==> config.mk <==
export PLATFORM = sky130hd
export DESIGN_NAME = adc_scan_seq
export DESIGN_NICKNAME = d
export VERILOG_FILES = /design/src/rtl/adc_scan_pkg.sv /design/src/rtl/adc_scan_sclk_div.sv /design/src/rtl/adc_scan_shifter.sv /design/src/rtl/adc_scan_unpack.sv /design/src/rtl/adc_scan_ctrl.sv /design/src/rtl/adc_scan_seq.sv
export SDC_FILE = /design/constraint.sdc
export NUM_CORES = 1
export LEC_CHECK = 0
export BUFFER_PORTS_ARGS = -buffer_cell sky130_fd_sc_hd__buf_2
export CORE_UTILIZATION = 54
export CTS_CLUSTER_SIZE = 10
export DETAILED_ROUTE_END_ITERATION = 7
export PLACE_DENSITY = 0.84
export SYNTH_ARGS = -nofsm -noshare
export SYNTH_HDL_FRONTEND = slang
export SYNTH_SLANG_ARGS = --single-unit
export TNS_END_PERCENT = 50
==> constraint.sdc <==
create_clock -name clk -period 1.8 [get_ports clk]
set_input_delay 0.36 -clock clk [delete_from_list [all_inputs] [get_ports clk]]
set_output_delay 0.36 -clock clk [all_outputs]
set_load 0.02 [all_outputs]
==> src/rtl/adc_scan_pkg.sv <==
package adc_scan_pkg;

  localparam int FRAME_W   = 16;
  localparam int TAG_W     = 4;
  localparam int MAX_CH    = 16;
  localparam int REQ_BIT   = 12;
  localparam int CH_LSB    = 7;
  localparam int PIPE_LAT  = 2;   // frames between a request and its answer
  localparam int VAL_W     = 12;

  typedef enum logic [1:0] {
    SEQ_IDLE,
    SEQ_RUN,
    SEQ_FINISH
  } seq_state_e;

  typedef enum logic [1:0] {
    SH_IDLE,
    SH_SHIFT,
    SH_GAP
  } shf_state_e;

  typedef struct packed {
    logic              last;
    logic              err;
    logic [TAG_W-1:0]  chan;
    logic [VAL_W-1:0]  value;
  } scan_result_t;

  // Conversion request word for one channel
  function automatic logic [FRAME_W-1:0] build_request(input logic [TAG_W-1:0] ch);
    logic [FRAME_W-1:0] w;
    w                       = '0;
    w[REQ_BIT]              = 1'b1;
    w[CH_LSB +: TAG_W]      = ch;
    return w;
  endfunction

  // Index of the lowest set bit (0 when none is set)
  function automatic logic [TAG_W-1:0] lowest_set(input logic [MAX_CH-1:0] m);
    logic [TAG_W-1:0] idx;
    idx = '0;
    for (int i = MAX_CH - 1; i >= 0; i--) begin
      if (m[i]) idx = TAG_W'(i);
    end
    return idx;
  endfunction

  function automatic logic [4:0] ones_in(input logic [MAX_CH-1:0] m);
    logic [4:0] n;
    n = '0;
    for (int i = 0; i < MAX_CH; i++) n = n + 5'(m[i]);
    return n;
  endfunction

endpackage

==> src/rtl/adc_scan_sclk_div.sv <==
module adc_scan_sclk_div #(
  parameter int HALF_DIV = 2
) (
  input  logic clk,
  input  logic rst_n,
  input  logic run_i,
  output logic tick_o
);

  localparam int CNT_W = (HALF_DIV > 1) ? $clog2(HALF_DIV) : 1;
  localparam logic [CNT_W-1:0] CNT_TOP = CNT_W'(HALF_DIV - 1);

  logic [CNT_W-1:0] cnt_q, cnt_d;

  assign tick_o = run_i && (cnt_q == CNT_TOP);

  always_comb begin
    cnt_d = cnt_q;
    if (!run_i)      cnt_d = '0;
    else if (tick_o) cnt_d = '0;
    else             cnt_d = cnt_q + 1'b1;
  end

  always_ff @(posedge clk or negedge rst_n) begin
    if (!rst_n) cnt_q <= '0;
    else        cnt_q <= cnt_d;
  end

endmodule

==> src/rtl/adc_scan_shifter.sv <==
module adc_scan_shifter
  import adc_scan_pkg::*;
(
  input  logic               clk,
  input  logic               rst_n,
  input  logic               go_i,
  input  logic [FRAME_W-1:0] tx_i,
  input  logic               tick_i,
  input  logic               miso_i,
  output logic               run_o,
  output logic               ready_o,
  output logic               done_o,
  output logic [FRAME_W-1:0] rx_o,
  output logic               sclk_o,
  output logic               cs_n_o,
  output logic               mosi_o
);

  localparam int BIT_W = $clog2(FRAME_W);
  localparam logic [BIT_W-1:0] BIT_LAST = BIT_W'(FRAME_W - 1);

  shf_state_e         st_q, st_d;
  logic               sclk_q, sclk_d;
  logic               cs_q, cs_d;
  logic [FRAME_W-1:0] tx_q, tx_d;
  logic [FRAME_W-1:0] rx_q, rx_d;
  logic [BIT_W-1:0]   bit_q, bit_d;
  logic               done_q, done_d;

  assign run_o   = (st_q != SH_IDLE);
  assign ready_o = (st_q == SH_IDLE);
  assign done_o  = done_q;
  assign rx_o    = rx_q;
  assign sclk_o  = sclk_q;
  assign cs_n_o  = cs_q;
  assign mosi_o  = tx_q[FRAME_W-1];

  always_comb begin
    st_d   = st_q;
    sclk_d = sclk_q;
    cs_d   = cs_q;
    tx_d   = tx_q;
    rx_d   = rx_q;
    bit_d  = bit_q;
    done_d = 1'b0;
    case (st_q)
      SH_IDLE: begin
        if (go_i) begin
          st_d   = SH_SHIFT;
          cs_d   = 1'b0;
          sclk_d = 1'b0;
          tx_d   = tx_i;
          bit_d  = '0;
        end
      end
      SH_SHIFT: begin
        if (tick_i) begin
          if (!sclk_q) begin
            sclk_d = 1'b1;
            rx_d   = {rx_q[FRAME_W-2:0], miso_i};
          end else begin
            sclk_d = 1'b0;
            tx_d   = {tx_q[FRAME_W-2:0], 1'b0};
            if (bit_q == BIT_LAST) begin
              cs_d   = 1'b1;
              st_d   = SH_GAP;
              done_d = 1'b1;
            end else begin
              bit_d = bit_q + 1'b1;
            end
          end
        end
      end
      SH_GAP: begin
        if (tick_i) st_d = SH_IDLE;
      end
      default: st_d = SH_IDLE;
    endcase
  end

  always_ff @(posedge clk or negedge rst_n) begin
    if (!rst_n) begin
      st_q   <= SH_IDLE;
      sclk_q <= 1'b0;
      cs_q   <= 1'b1;
      tx_q   <= '0;
      rx_q   <= '0;
      bit_q  <= '0;
      done_q <= 1'b0;
    end else begin
      st_q   <= st_d;
      sclk_q <= sclk_d;
      cs_q   <= cs_d;
      tx_q   <= tx_d;
      rx_q   <= rx_d;
      bit_q  <= bit_d;
      done_q <= done_d;
    end
  end

endmodule

==> src/rtl/adc_scan_unpack.sv <==
module adc_scan_unpack
  import adc_scan_pkg::*;
#(
  parameter int RES_BITS = 12
) (
  input  logic [FRAME_W-1:0] word_i,
  input  logic [TAG_W-1:0]   exp_chan_i,
  output logic [VAL_W-1:0]   value_o,
  output logic               err_o
);

  localparam int SHIFT = VAL_W - RES_BITS;

  generate
    if (SHIFT == 0) begin : g_full
      assign value_o = word_i[VAL_W-1:0];
    end else begin : g_shifted
      assign value_o = word_i[VAL_W-1:0] >> SHIFT;
    end
  endgenerate

  assign err_o = (word_i[FRAME_W-1 -: TAG_W] != exp_chan_i);

endmodule

==> src/rtl/adc_scan_ctrl.sv <==
module adc_scan_ctrl
  import adc_scan_pkg::*;
#(
  parameter int NUM_CH   = 16,
  parameter int RES_BITS = 12
) (
  input  logic               clk,
  input  logic               rst_n,
  input  logic               start_i,
  input  logic [NUM_CH-1:0]  mask_i,
  input  logic               sh_ready_i,
  input  logic               sh_done_i,
  input  logic [FRAME_W-1:0] sh_rx_i,
  output logic               sh_go_o,
  output logic [FRAME_W-1:0] sh_tx_o,
  output logic               res_valid_o,
  output scan_result_t       res_o,
  output logic               busy_o
);

  localparam int FC_W = $clog2(NUM_CH + PIPE_LAT + 1);
  localparam logic [FC_W-1:0] LAT_F = FC_W'(PIPE_LAT);

  seq_state_e        state_q, state_d;
  logic [MAX_CH-1:0] rem_q, rem_d;
  logic [FC_W-1:0]   tot_q, tot_d;
  logic [FC_W-1:0]   idx_q, idx_d;
  logic              pend_q, pend_d;
  logic [TAG_W-1:0]  exp_q, exp_d;
  logic [TAG_W-1:0]  hist_q [PIPE_LAT];
  logic [TAG_W-1:0]  hist_d [PIPE_LAT];
  logic              rv_q, rv_d;
  scan_result_t      res_q, res_d;

  logic [MAX_CH-1:0] mask_w;
  logic [TAG_W-1:0]  next_ch;
  logic [VAL_W-1:0]  unp_value;
  logic              unp_err;
  logic              last_frame;

  assign mask_w     = MAX_CH'(mask_i);
  assign next_ch    = lowest_set(rem_q);
  assign last_frame = (idx_q == tot_q - 1'b1);

  adc_scan_unpack #(.RES_BITS(RES_BITS)) unpack_i (
    .word_i     (sh_rx_i),
    .exp_chan_i (exp_q),
    .value_o    (unp_value),
    .err_o      (unp_err)
  );

  always_comb begin
    state_d = state_q;
    rem_d   = rem_q;
    tot_d   = tot_q;
    idx_d   = idx_q;
    pend_d  = pend_q;
    exp_d   = exp_q;
    hist_d  = hist_q;
    rv_d    = 1'b0;
    res_d   = res_q;
    sh_go_o = 1'b0;
    sh_tx_o = '0;
    case (state_q)
      SEQ_IDLE: begin
        if (start_i && (|mask_w)) begin
          rem_d   = mask_w;
          tot_d   = FC_W'(ones_in(mask_w)) + LAT_F;
          idx_d   = '0;
          pend_d  = 1'b0;
          state_d = SEQ_RUN;
        end
      end
      SEQ_RUN: begin
        if (!pend_q && sh_ready_i) begin
          sh_go_o = 1'b1;
          pend_d  = 1'b1;
          exp_d   = hist_q[PIPE_LAT-1];
          for (int i = 1; i < PIPE_LAT; i++) hist_d[i] = hist_q[i-1];
          if (|rem_q) begin
            sh_tx_o   = build_request(next_ch);
            rem_d     = rem_q & ~(MAX_CH'(1) << next_ch);
            hist_d[0] = next_ch;
          end else begin
            hist_d[0] = '0;
          end
        end
        if (pend_q && sh_done_i) begin
          pend_d = 1'b0;
          idx_d  = idx_q + 1'b1;
          if (idx_q >= LAT_F) begin
            rv_d        = 1'b1;
            res_d.chan  = exp_q;
            res_d.value = unp_value;
            res_d.err   = unp_err;
            res_d.last  = last_frame;
          end
          if (last_frame) state_d = SEQ_FINISH;
        end
      end
      SEQ_FINISH: state_d = SEQ_IDLE;
      default:    state_d = SEQ_IDLE;
    endcase
  end

  always_ff @(posedge clk or negedge rst_n) begin
    if (!rst_n) begin
      state_q <= SEQ_IDLE;
      rem_q   <= '0;
      tot_q   <= '0;
      idx_q   <= '0;
      pend_q  <= 1'b0;
      exp_q   <= '0;
      for (int i = 0; i < PIPE_LAT; i++) hist_q[i] <= '0;
      rv_q    <= 1'b0;
      res_q   <= '0;
    end else begin
      state_q <= state_d;
      rem_q   <= rem_d;
      tot_q   <= tot_d;
      idx_q   <= idx_d;
      pend_q  <= pend_d;
      exp_q   <= exp_d;
      hist_q  <= hist_d;
      rv_q    <= rv_d;
      res_q   <= res_d;
    end
  end

  assign res_valid_o = rv_q;
  assign res_o       = res_q;
  assign busy_o      = (state_q != SEQ_IDLE);

endmodule

==> src/rtl/adc_scan_seq.sv <==
module adc_scan_seq
  import adc_scan_pkg::*;
#(
  parameter int NUM_CH   = 16,
  parameter int RES_BITS = 12,
  parameter int HALF_DIV = 2
) (
  input  logic              clk,
  input  logic              rst_n,
  input  logic              scan_start_i,
  input  logic [NUM_CH-1:0] chan_en_i,
  input  logic              miso_i,
  output logic              sclk_o,
  output logic              cs_n_o,
  output logic              mosi_o,
  output logic              res_valid_o,
  output logic [3:0]        res_chan_o,
  output logic [11:0]       res_value_o,
  output logic              res_err_o,
  output logic              res_last_o,
  output logic              busy_o
);

  logic               sh_go, sh_ready, sh_done, sh_run, tick;
  logic [FRAME_W-1:0] sh_tx, sh_rx;
  scan_result_t       res;

  adc_scan_sclk_div #(.HALF_DIV(HALF_DIV)) div_i (
    .clk    (clk),
    .rst_n  (rst_n),
    .run_i  (sh_run),
    .tick_o (tick)
  );

  adc_scan_shifter shf_i (
    .clk     (clk),
    .rst_n   (rst_n),
    .go_i    (sh_go),
    .tx_i    (sh_tx),
    .tick_i  (tick),
    .miso_i  (miso_i),
    .run_o   (sh_run),
    .ready_o (sh_ready),
    .done_o  (sh_done),
    .rx_o    (sh_rx),
    .sclk_o  (sclk_o),
    .cs_n_o  (cs_n_o),
    .mosi_o  (mosi_o)
  );

  adc_scan_ctrl #(.NUM_CH(NUM_CH), .RES_BITS(RES_BITS)) ctrl_i (
    .clk         (clk),
    .rst_n       (rst_n),
    .start_i     (scan_start_i),
    .mask_i      (chan_en_i),
    .sh_ready_i  (sh_ready),
    .sh_done_i   (sh_done),
    .sh_rx_i     (sh_rx),
    .sh_go_o     (sh_go),
    .sh_tx_o     (sh_tx),
    .res_valid_o (res_valid_o),
    .res_o       (res),
    .busy_o      (busy_o)
  );

  assign res_chan_o  = res.chan;
  assign res_value_o = res.value;
  assign res_err_o   = res.err;
  assign res_last_o  = res.last;

endmodule

## Yosys cells after proc, flatten, opt, wreduce, memory -nomap -nowiden

Cells that the tools add are included.

| word-level totals | value |
|---|---|
| register bits after elaboration | 102 |
| latch bits | 0 |
| RAM bits | 0 |
| bits in read-only memories | 0 |
| bits of input ports | 20 |
| output and inout bits | 23 |
| word-level logic and storage cells | 159 |
| memories kept | 0 |

| operators by class | value |
|---|---|
| add/subtract/negate cells | 20 |
| $mul | 0 |
| div/mod/pow operators | 0 |
| $lt $le $gt $ge | 1 |
| equal/unequal tests | 18 |
| shift operators | 1 |
| mux-type cells | 69 |
| bitwise logic cells | 3 |
| reduce and logical (&&, ||, !) cells | 26 |

Operator list:

| kind | number |
|---|---|
| 16-bit 2-to-1 mux | 8 |
| 4-bit 2-to-1 mux | 21 |
| 5-bit by 1-bit adder with 5-bit output | 14 |
| 16-bit one-hot mux with 2 select lines | 2 |
| 16-bit OR reduction | 2 |
| 1-bit 2-to-1 mux | 20 |
| 3-bit AND reduction | 6 |
| 16-bit AND | 1 |
| 2-bit 2-to-1 mux | 8 |
| 16-bit inverter | 1 |
| 1-bit by 4-bit << shifter with 16-bit output (first input constant) | 1 |
| 5-bit AND reduction | 3 |
| 2-bit by 1-bit != test with 1-bit output (second input constant) | 7 |
| 13-bit 2-to-1 mux | 1 |
| 5-bit 2-to-1 mux | 2 |
| 5-bit one-hot mux with 2 select lines | 1 |
| 2-bit != test (second input constant) | 4 |
| 4-bit one-hot mux with 2 select lines | 1 |
| 4-bit AND reduction | 2 |
| 2-bit nonzero test | 4 |
| 1-bit one-hot mux with 2 select lines | 3 |
| 2-bit one-hot mux with 3 select lines | 1 |
| 5-bit by 1-bit adder with 5-bit output (second input constant) | 1 |
| 5-bit by 2-bit adder with 5-bit output (second input constant) | 1 |
| 17 further kinds | 23 |

## Longest topological paths before layout

Gate-level depths: netlist (run 1).

| logic depth | value |
|---|---|
| word-level depth | 22 |
| gate-level depth with buffers | 16 |
| depth with buffers taken out | 16 |

## Hierarchy

From an unflattened synthesis (run 1), not the netlist that was laid out.

| second synthesis, totals | value |
|---|---|
| cells, all modules | 534 |
| area total of the unflattened synthesis | 5510.3 µm² |

By module, submodules not included:

| module | times used | cells an instance | area each (µm²) | sequential area each (µm²) |
|---|---|---|---|---|
| adc_scan_ctrl | 1 | 344 | 3407.0 | 1501.4 |
| adc_scan_shifter | 1 | 170 | 1930.6 | 1027.2 |
| adc_scan_unpack | 1 | 17 | 131.4 | 0.0 |
| adc_scan_sclk_div | 1 | 3 | 41.3 | 25.0 |

## Worst setup path after synthesis (run 1)

Ideal clock, no wire load.

| timing | value |
|---|---|
| kind | input to register |
| start | input chan_en_i[0] |
| end | register ctrl_i.tot_q[4] |
| setup time | 0.136 ns |
| arrival | 3.645 ns |
| required time | 1.664 ns |
| slack | -1.981 ns |
| stages on the path | 15 |
| path buffers | 0 |
| cells stage by stage | inv_1 -> ha_1 -> inv_1 -> fa_1 -> fa_1 -> fa_1 -> fa_1 -> inv_1 -> fa_1 -> inv_1 -> fa_1 -> inv_1 -> a21o_1 -> a21oi_1 -> o21ai_0 |

| on the way | value |
|---|---|
| cells in the longest elaborated chain, start to end | 16 |
| elaborated cells between the ends (all ways) | 19 |
| classes of those cells | add/sub: 16; reduce/logical: 3 |

RTL lines:

| item | line | source |
|---|---|---|
| from (decl) | adc_scan_seq.sv:11 | `input logic [NUM_CH-1:0] chan_en_i,` |
| 1-bit by 1-bit adder with 2-bit output | adc_scan_pkg.sv:52 | `for (int i = 0; i < MAX_CH; i++) n = n + 5'(m[i]);` |
| 5-bit by 1-bit adder with 5-bit output (14 in a row) | adc_scan_pkg.sv:52 |  |
| 5-bit by 2-bit adder with 5-bit output | adc_scan_ctrl.sv:68 | `tot_d = FC_W'(ones_in(mask_w)) + LAT_F;` |
| to (signal assigned) | adc_scan_ctrl.sv:120 | `tot_q <= tot_d;` |
| to (decl) | adc_scan_ctrl.sv:26 | `logic [FC_W-1:0] tot_q, tot_d;` |

Several ways; a longest one is shown, not always the timed one.
A chain may end at the register's enable or synchronous reset.

## Worst setup path after layout (run 1)

Same ends and word-level chain as after synthesis.

==> results by group, run 1 <==
STA
  – Final setup margin: -1670 ps
  – Worst-Margin Slew: 761 ps
  – Clock skew: 12.8 ps
  – Setup TNS: -9500 ps
  – Period utilisation layout: 193%
  – Final Max Slew Viols: 0
  – Crit path time final: 3470 ps
  – FMAX: ~0.29 GHz
  – Max-Slew Margin vs Limit: 48.7%
  – Fin. Hold Viols: 0
  – Final setup fails: 30
  – RSZ-0062 raised after global routing: yes

Die
  – Core ar.: between 8000 and 9000 um^2
  – Initial Utilization: 56.0%
  – Die Footprint: 9440 um^2
  – Row count: 34
  – Die H: 97.1 um
  – Io pins: between 40 and 50
  – Die W: a little under 100 um

Detailed routing
  – ANT nets after route: 0
  – Drt pass-1 iters: 4
  – Drt total wl: 12800 um
  – Wire per inst: 18.2 um
  – DRC: 0
  – DRT iter0 DRCs: between 200 and 250
  – Vias: around 4000
  – Routed vias/inst: between 5 and 6

Logic synthesis
  – Asr flop ratio synth: 100%
  – Most frequent cells after synthesis: dfrtp_1, nand2_1, inv_1
  – Post-synth EDFFs: 0
  – Prevailing post-synth register cell: dfrtp_1
  – Top cells by area, synth: dfrtp_1, mux2_2, nand2_1, fa_1, ha_1
  – Yosys top cell by area: dfrtp_1
  – Top-area cell type share of the netlist area: between 40 and 50%
  – Synthesized Nets: 499
  – Sequential fraction of the synthesis area: between 40% and 50%
  – Syn_area_per_cell: approximately 11 um^2
  – Synth Warn #: 0
  – Seq cells post-synth: 95
  – Synthesized area: between 4000 and 5000 um^2
  – Most instantiated library cell after synthesis: dfrtp_1
  – Netlist cell types: 64
  – Syn Inst Count: ~460

Place
  – Area after DPL: 5860 um^2
  – Detailed placement HPWL: 8600 um
  – Inst Count DP: 669
  – IO buf count: between 40 and 50
  – Gpl congestion: 0.932

Layout
  – Area of the multi-input gates: roughly 2700 um^2
  – Register Area: 2390 um^2
  – Share of cells above drive strength 1: 43.0%
  – ANT cells: 0
  – Layout area overhead: 35.8%
  – Fill cells: 577
  – Fin area: between 6000 and 7000 um^2
  – Nets@finish: 634
  – Final std cells w/o fill: 704

Global routing
  – Largest net degree at the start of global routing: 36
  – Initial antenna violation count: 0
  – Vias in the first global route: 4193
  – Grt ovf: 0
  – Total Routing Usage GR: between 20% and 30%
  – First-pass GRT wire length: roughly 20000 um

Worst setup path
  – Startpoint Class: input pin
  – Crit path max-delay cell type: fa_1
  – Critical-path maximum fanout: 2
  – Crit-path cells: buf_12, inv_12, ha_4, inv_2, fa_1, fa_1, fa_1, fa_1, inv_1, fa_2, inv_2, fa_2, inv_1, a21o_1, a21oi_2, o21ai_1
  – CP dominant cell by count: fa_1
  – Data arrival time of the critical path: 3730 ps
  – CP Class: in -> reg
  – Max incr delay on CP: ~510 ps
  – Crit. End Element: register
  – WP data required: 2050 ps

Pwr
  – Power density over the cells: roughly 1100 nW/um^2
  – Pleak: 0.00331 uW
  – Final Total Pwr: 7620 uW
  – Peak supply drop: 0.694 mV

Hold path
  – Min-delay worst type: in -> reg

CTS
  – Register clock-pin slew on the reported worst setup and hold paths: 100 ps
  – H-tree lvl count: 3
  – Sink Count: 95
  – Clk buf depth: 2
  – Root buf cell: clkbuf_8
  – CTS tree: built
  – Worst skew pair latency: 370 ps
  – CTS Buf Count: 9

Status
  – Failing checks: negative setup slack
  – Status: finished with violations

Job
  – Total of max-cap violations: 0
-- metal layers --
metal / global-route usage (%) / wire length, um / vias to the layer above
li1: - / - / 1864
met4: 8.27 / 237 / 0
met5: 0 / 0 / -
met3: 5.04 / 509 / 20
met2: 48.7 / 6890 / 120
met1: 32.3 / 5190 / 2037
-- area by class of cell --
type / count / area share (%)
Multi-Input combinational cell: 307 / 40.3
Sequential cell: 95 / 36.0
Timing Repair Buffer: 139 / 16.4
Inverter: 39 / 2.47
Tap cell: 108 / 2.04
Clock buffer: 9 / 1.87
Clock inverter: 7 / 0.905
-- registers in the layout, indices dropped and copies added, names as in the netlist, 2 cells and up --
name and flops:
ctrl_i.res_o 18, ctrl_i.hist_q 8, ctrl_i.state_q 2, ctrl_i.tot_q 5
shf_i.bit_q 4, shf_i.rx_o 16, ctrl_i.rem_q 16, ctrl_i.idx_q 5
shf_i.st_q 2, shf_i.tx_q 9, ctrl_i.exp_q 4
-- worst paths after layout --
path / start / end / slack, ps / depth (start not counted)
setup / recovery: chan_en_i[0] / ctrl_i.tot_q[4] / -1670 / 16
hold / removal: miso_i / shf_i.rx_o[0] / 250 / 2
setup reg to reg: ctrl_i.idx_q[1] / ctrl_i.res_o[15] / -170 / 6
hold reg to reg: ctrl_i.hist_q[0] / ctrl_i.exp_q[0] / 490 / 2
max in group asynchronous: rst_n / shf_i.cs_n_o / 740 / 3
min in group asynchronous: rst_n / ctrl_i.res_o[4] / 460 / 2
-- worst max-delay path: cells and delay by family --
kind / cells / cell delay [ps]
buf+inv: 6 / 310
compound gates: 3 / 350
fa+ha+maj: 7 / 2690
-- power breakdown --
group	switching, uW	internal, uW
registers	547	2650
logic	1480	1570
clock network	848	531
-- per-stage QoR --
step,util [%],hold WS [ps],setup slack (ps)
floorplan,-,64.4,-1880
global placement,67.2,318,-2120
detailed placement,67.2,323,-2230
CTS,72.5,217,-1760
global route,76.1,234,-1800
finish,76.1,247,-1670
-- what timing repair did --
| action | 4_1_cts | 5_1_grt |
|---|---|---|
| pin swaps | 24 | 27 |
| gates cloned | 2 | 0 |
| setup buffers | 8 | 9 |
| hold buffers | 1 | 0 |
| endpoints found under the setup margin | 37 | 47 |
| hold endpoints to repair | 30 | 0 |
| resized for setup | 43 | 56 |
-- cell families after synthesis --
kind of cell,share of synthesized area (%)
and+or+nand+nor,15.8
xor gates and xnor gates,2.87
DFF,48.7
adders and majority gates,7.42
AOI/OAI and AO/OA,12.9
buffers and inverters,4.53
muxes,7.78
-- placed cells by master (no fill, tap or decap), types with 9 or more instances in the layout --
cell,instances
mux2_4,16
buf_2,39
nand3_1,12
mux2_2,16
inv_1,33
ha_1,10
clkbuf_8,9
xor2_1,14
dfrtp_2,11
nand2_1,54
buf_4,83
nor2_1,34
dfrtp_1,83
Note: power is estimated with default switching activity, not from simulation.
==> inputs of run 2 (changes only) <==
--- a/config.mk
+++ b/config.mk
@@ -5,6 +5,7 @@
 export SDC_FILE = /design/constraint.sdc
 export NUM_CORES = 1
 export LEC_CHECK = 0
+export ABC_AREA = 1
 export BUFFER_PORTS_ARGS = -buffer_cell sky130_fd_sc_hd__buf_2
 export CORE_UTILIZATION = 54
 export CTS_CLUSTER_SIZE = 10
==> run 2 against run 1 <==
Net effect: the flow still finishes with violations (negative setup slack); non-clock buffer count shrank 16; synthesized cell count up 24%; synthesized area down 0.54%; critical path type unchanged.
==> results by group, run 2 <==
Worst setup path
  – Crit-path cells: buf_8, inv_8, ha_4, inv_2, fa_1, fa_1, fa_1, fa_1, inv_1, fa_2, inv_2, fa_2, o21ai_2
  – FF-to-FF Start: ctrl_i.rem_q[15]
  – Crit. End Element: register
  – Crit path buf inv count: 5
  – R2R Path End: ctrl_i.rem_q[5]
  – CP dominant cell by count: fa_1
  – CP Class: in -> reg
  – Startpoint Class: input pin
  – WP data required: 2100 ps
  – Max incr delay on CP: 510 ps
  – Crit path max-delay cell type: fa_1
  – Data arrival time of the critical path: approximately 3700 ps
  – Reg2reg path depth: 12
  – Top Family by Delay on Critical Path: adder cells
  – Reg2reg setup slack: -210 ps
  – Critical-path maximum fanout: 2

Logic synthesis
  – Synth Warn #: 0
  – Syn Inst Count: 567
  – Post-synth EDFFs: 0
  – Top cells by area, synth: dfrtp_1, nand2_1, inv_1, o21ai_0, fa_1
  – Most frequent cells after synthesis: nand2_1, dfrtp_1, inv_1
  – Most instantiated library cell after synthesis: nand2_1
  – Synthesized Nets: 610
  – Asr flop ratio synth: 100%
  – Netlist cell types: 40
  – Top-area cell type share of the netlist area: roughly half
  – Prevailing post-synth register cell: dfrtp_1
  – Yosys top cell by area: dfrtp_1
  – Synthesized area: 4860 um^2
  – Syn_area_per_cell: ~8.6 um^2
  – Seq cells post-synth: 95
  – Sequential fraction of the synthesis area: between 40 and 50%

Layout
  – ANT cells: 0
  – Fin area: 6400 um^2
  – Area of the multi-input gates: 2310 um^2
  – Flip-flop count of the largest register after layout: 18
  – Final std cells w/o fill: 800
  – Layout area overhead: 31.8%
  – Most frequent cells in the layout: nand2_1, dfrtp_1, inv_1, buf_4, o21ai_0
  – Commonest non-fill, non-tap cell in the layout: nand2_1
  – Register Area: 2380 um^2
  – Fill cells: 577
  – Share of cells above drive strength 1: 31.6%
  – Nets@finish: 730

Hold path
  – Beginning of the worst hold path: miso_i
  – Min-delay worst type: in -> reg
  – Hold-critical path depth: 3
  – Hold EP: shf_i.rx_o[0]

Pwr
  – Net Switching: 1340 uW
  – Pleak: 0.00328 uW
  – Sequential power share: 49.7%
  – Pint: 3140 uW
  – Switching share of power: between 20 and 30%
  – Clock share of power: 31.2%
  – Comb power frac: 19.2%
  – Peak supply drop: approximately 0.46 mV
  – Power density over the cells: about 700 nW/um^2

Global routing
  – Initial antenna violation count: 0
  – First-pass GRT wire length: 19600 um
  – Total Routing Usage GR: 25.9%
  – Largest net degree at the start of global routing: 42
  – Vias in the first global route: 4341
  – Grt ovf: 0

Detailed routing
  – ANT nets after route: 0
  – Drt total wl: ~12000 um
  – Routed vias/inst: 5.48
  – Wire per inst: roughly 15 um
  – DRC: 0
  – DRT iter0 DRCs: 247
  – Vias: approximately 4400
  – Drt pass-1 iters: 6

Place
  – Inst Count DP: 771
  – DP Worst Slack: -2030 ps
  – IO buf count: 42
  – Area after DPL: 5740 um^2
  – Gpl congestion: around 0.89
  – Detailed placement HPWL: approximately 8000 um

STA
  – Worst-Margin Slew: around 370 ps
  – Fin. Hold Viols: 0
  – Max-Slew Margin vs Limit: about three quarters
  – Period utilisation layout: 186%
  – Final setup margin: -1550 ps
  – Setup TNS: -9400 ps
  – Final Max Slew Viols: 0
  – FMAX: 0.299 GHz
  – RSZ-0062 raised after global routing: yes
  – Clock skew: 13.4 ps
  – Crit path time final: 3350 ps
  – Final setup fails: 23

Die
  – Row count: 34
  – Io pins: 43
  – Initial Utilization: 55.7%
  – Die W: 96.9 um
  – Core ar.: 8720 um^2
  – Die H: 96.9 um
  – Die Footprint: 9380 um^2

CTS
  – Worst skew pair latency: 370 ps
  – H-tree lvl count: 3
  – Clk buf depth: 2
  – CTS tree: built
  – CTS Buf Count: 9
  – Sink Count: 95
  – Root buf cell: clkbuf_8
  – Register clock-pin slew on the reported worst setup and hold paths: approximately 110 ps

Status
  – Failing checks: negative setup slack
  – Status: finished with violations

Job
  – Total of max-cap violations: 0
run 2: what timing repair did:
action                                  CTS  global route
cloned                                    3             0
setup buffers                             8             2
endpoints found under the setup margin   25            32
pin swaps                                27            24
hold buffers                              1             0
endpoints found under the hold margin    24             0
gates resized for setup                  41            42
run 2: routing by layer:
| layer | global-route usage (%) | share of wire [%] |
|---|---|---|
| met1 | 32.4 | 41 |
| met5 | 0 | 0 |
| met3 | 5.71 | 5.0 |
| met2 | 43.5 | 51 |
| met4 | 10.8 | 2.8 |
run 2: kinds of logic after synthesis:
logic type               share of synthesized area [%]
AND/OR/NAND/NOR                                   18.6
AO/OA/AOI/OAI                                     13.9
buffers and inverters                             8.88
flip-flops                                        48.9
XOR/XNOR                                          1.98
adder cells (fa/ha/maj)                           7.46
multiplexers                                     0.232
run 2: worst register-to-register path, stage by stage (launching register included):
cell,delay (ps)
dfrtp_1,410
or2_4,270
buf_4,130
nand3_1,70
nand3_1,80
nand3_2,80
nand3_1,90
nand2_2,100
nand3_1,100
nand3_2,110
nand4_1,170
o21bai_1,180
a21oi_1,90
run 2: how the worst max path moves through the flow:
stage,start,endpoint,slack [ps],cells past startpoint
4_1_cts,chan_en_i[1],ctrl_i.tot_q[1],-1540,13
2_1_floorplan,chan_en_i[1],ctrl_i.tot_q[1],-1730,12
3_5_place_dp,chan_en_i[1],ctrl_i.tot_q[1],-2030,13
5_1_grt,chan_en_i[1],ctrl_i.tot_q[1],-1590,13
3_3_place_gp,chan_en_i[1],ctrl_i.tot_q[1],-1940,13
6_report,chan_en_i[1],ctrl_i.tot_q[1],-1550,13
run 2: power by group through the flow:
stage / Clock [uW] / Combinational, uW / Sequential (uW)
floorplan: 0 / 515 / 2260
global placement: 0 / 737 / 2260
detailed placement: 0 / 805 / 2270
CTS: 1410 / 849 / 2220
global route: 1500 / 965 / 2230
finish: 1400 / 859 / 2220
run 2: through the flow:
stage,total power [uW],utilization [%],hold slack (ps)
6_report,4480,73.4,240
5_1_grt,4690,73.4,264
2_1_floorplan,2770,-,64.4
3_5_place_dp,3070,65.8,300
3_3_place_gp,3000,65.8,295
4_1_cts,4480,71.4,247
run 2: cell type report:
| class | instances | share of cell area, % |
|---|---|---|
| flip-flops and latches | 95 | 37.2 |
| multi-input cells | 359 | 36.0 |
| repair buffers | 123 | 15.5 |
| inverters | 99 | 6.08 |
| well taps | 108 | 2.11 |
| clock buffers | 9 | 1.93 |
| clock inverters | 7 | 1.15 |
==> inputs of run 3 (changes only) <==
--- a/config.mk
+++ b/config.mk
@@ -5,11 +5,12 @@
 export SDC_FILE = /design/constraint.sdc
 export NUM_CORES = 1
 export LEC_CHECK = 0
-export ABC_AREA = 1
+export ABC_AREA = 0
 export BUFFER_PORTS_ARGS = -buffer_cell sky130_fd_sc_hd__buf_2
 export CORE_UTILIZATION = 54
 export CTS_CLUSTER_SIZE = 10
 export DETAILED_ROUTE_END_ITERATION = 7
+export MAX_ROUTING_LAYER = met4
 export PLACE_DENSITY = 0.84
 export SYNTH_ARGS = -nofsm -noshare
 export SYNTH_HDL_FRONTEND = slang
==> run 3 against run 2 <==
Net effect: the flow finishes with violations (negative hold slack, negative setup slack); sequential power increased by 41%; cell count decreased by 12%; worst hold slack got worse by 240 ps; worst setup slack got worse by 110 ps; core utilization increased by 2.1 points; via count decreased by 7.4%; power increased by 68%; first-iteration DRC count decreased by 15%.
==> results by group, run 3 (synthesis gave the netlist of run 1 again) <==
Status
  – Status: finished with violations
  – Failing checks: negative hold slack, negative setup slack

STA
  – Worst-Margin Slew: 517 ps
  – Fin. Hold Viols: 4
  – Setup TNS: -9530 ps
  – Max-Slew Margin vs Limit: roughly 65%
  – Final Max Slew Viols: 0
  – Period utilisation layout: 192%
  – Hold slack: -3.56 ps
  – FMAX: 0.289 GHz
  – Clock skew: 9.03 ps
  – RSZ-0062 raised after global routing: yes
  – Crit path time final: 3460 ps
  – Final setup fails: 30
  – Final setup margin: -1660 ps

Pwr
  – Peak supply drop: 0.674 mV
  – Pleak: roughly 0.0033 uW
  – Net Switching: 2830 uW
  – Pint: 4680 uW
  – Power density over the cells: 1140 nW/um^2
  – Switching share of power: a little under two fifths
  – Comb power frac: 39.5%
  – Clock share of power: 18.7%
  – Final Total Pwr: 7510 uW
  – Sequential power share: between 40% and 50%

Layout
  – Most frequent cells in the layout: buf_4, dfrtp_1, nand2_1, buf_2, inv_1
  – Share of cells above drive strength 1: 43.5%
  – Final core utilization: 75.6%
  – Commonest non-fill, non-tap cell in the layout: buf_4
  – Nets@finish: 633
  – ANT cells: 0
  – Layout area overhead: 34.9%
  – Flip-flop count of the largest register after layout: 18

Die
  – Die H: 97.1 um
  – Die W: 97.1 um
  – Die Footprint: 9440 um^2
  – Row count: 34
  – Initial Utilization: 56.0%
  – Io pins: 43
  – Core ar.: 8720 um^2

Detailed routing
  – Wire per inst: about 18 um
  – Drt total wl: roughly 13000 um
  – ANT nets after route: 0
  – Routed vias/inst: roughly 5.8
  – DRC: 0
  – Vias: 4061
  – Drt pass-1 iters: 5
  – DRT iter0 DRCs: 209

Worst setup path
  – Top Family by Delay on Critical Path: adder cells
  – WP data required: 2070 ps
  – Max incr delay on CP: 520 ps
  – Startpoint Class: input pin
  – Data arrival time of the critical path: 3730 ps
  – Crit. End Element: register
  – Crit path max-delay cell type: fa_1
  – Crit path buf inv count: 6
  – Crit-path cells: buf_12, inv_12, ha_4, inv_2, fa_1, fa_1, fa_1, fa_1, inv_2, fa_2, inv_2, fa_2, inv_2, a21o_1, a21oi_1, o21ai_1
  – Critical-path maximum fanout: 2
  – CP Class: in -> reg

CTS
  – H-tree lvl count: 3
  – Worst skew pair latency: around 370 ps
  – Root buf cell: clkbuf_8
  – Sink Count: 95
  – CTS tree: built
  – Clk buf depth: 2
  – CTS Buf Count: 9
  – Register clock-pin slew on the reported worst setup and hold paths: 110 ps

Place
  – DP Worst Slack: -2160 ps
  – IO buf count: 42
  – Detailed placement HPWL: 8520 um
  – Gpl congestion: 0.953

Global routing
  – Largest net degree at the start of global routing: 96
  – Grt ovf: 0
  – Vias in the first global route: 4218
  – First-pass GRT wire length: between 20000 and 25000 um
  – Total Routing Usage GR: about 28%
  – Initial antenna violation count: 0

Hold path
  – Min-delay worst type: in -> async

Job
  – Total of max-cap violations: 0
run 3: cell types whose count changed in the layout (fill, tap and decap cells not counted), sizes merged, moves of 8 or more:
cell,change
nand4,-8
inv,-60
xor2,+8
o21ai,-40
a21o,+8
buf,+16
nand3,-9
nand2,-53
a21oi,-32
mux2,+31
nor3,-9
run 3: worst paths after layout:
kind                             startpoint                to  slack (ps)  cells after the start
setup / recovery               chan_en_i[0]   ctrl_i.tot_q[4]       -1660                     16
hold / removal                        rst_n   ctrl_i.res_o[3]          -4                      2
setup reg to reg            ctrl_i.idx_q[1]   ctrl_i.res_o[0]        -160                      6
hold reg to reg            ctrl_i.hist_q[0]  ctrl_i.hist_q[0]         490                      2
max in group asynchronous             rst_n   ctrl_i.rem_q[8]        1370                      2
min in group clk                     miso_i     shf_i.rx_o[0]         220                      2
run 3: timing repair:
action / in CTS / in global routing
cloned: 2 / 0
hold buffers: 0 / 0
setup endpoints to repair: 39 / 72
pin swaps: 16 / 34
buffers inserted: 4 / 12
resized for setup: 35 / 65
run 3: layer usage:
layer,global-route usage (%),wire length [um]
met1,33.7,5210
met2,47.0,6670
met3,5.11,508
met4,10.8,416
met5,-,0
run 3: power by group through the flow:
stage / registers (uW) / logic [uW] / clock network, uW
2_1_floorplan: 3070 / 1660 / 0
3_3_place_gp: 3110 / 2410 / 0
6_report: 3140 / 2960 / 1400
5_1_grt: 3220 / 3240 / 1510
4_1_cts: 3110 / 2650 / 1420
3_5_place_dp: 3150 / 2560 / 0
run 3: metrics by stage:
stage / instance area [um^2] / std cells
4_1_cts: 6270 / 694
5_1_grt: 6590 / 703
3_5_place_dp: 5870 / 672
3_3_place_gp: 5870 / 672
6_report: 6590 / 703
2_1_floorplan: 4950 / 456
run 3: layout make-up:
type | instances | area (um^2)
inverter | 39 | 164
clock inverter | 7 | 72.6
sequential | 95 | 2390
tap | 108 | 135
fill | 547 | 2130
multi-input combinational | 307 | 2660
clock buffer | 9 | 124
timing repair buffer | 138 | 1040
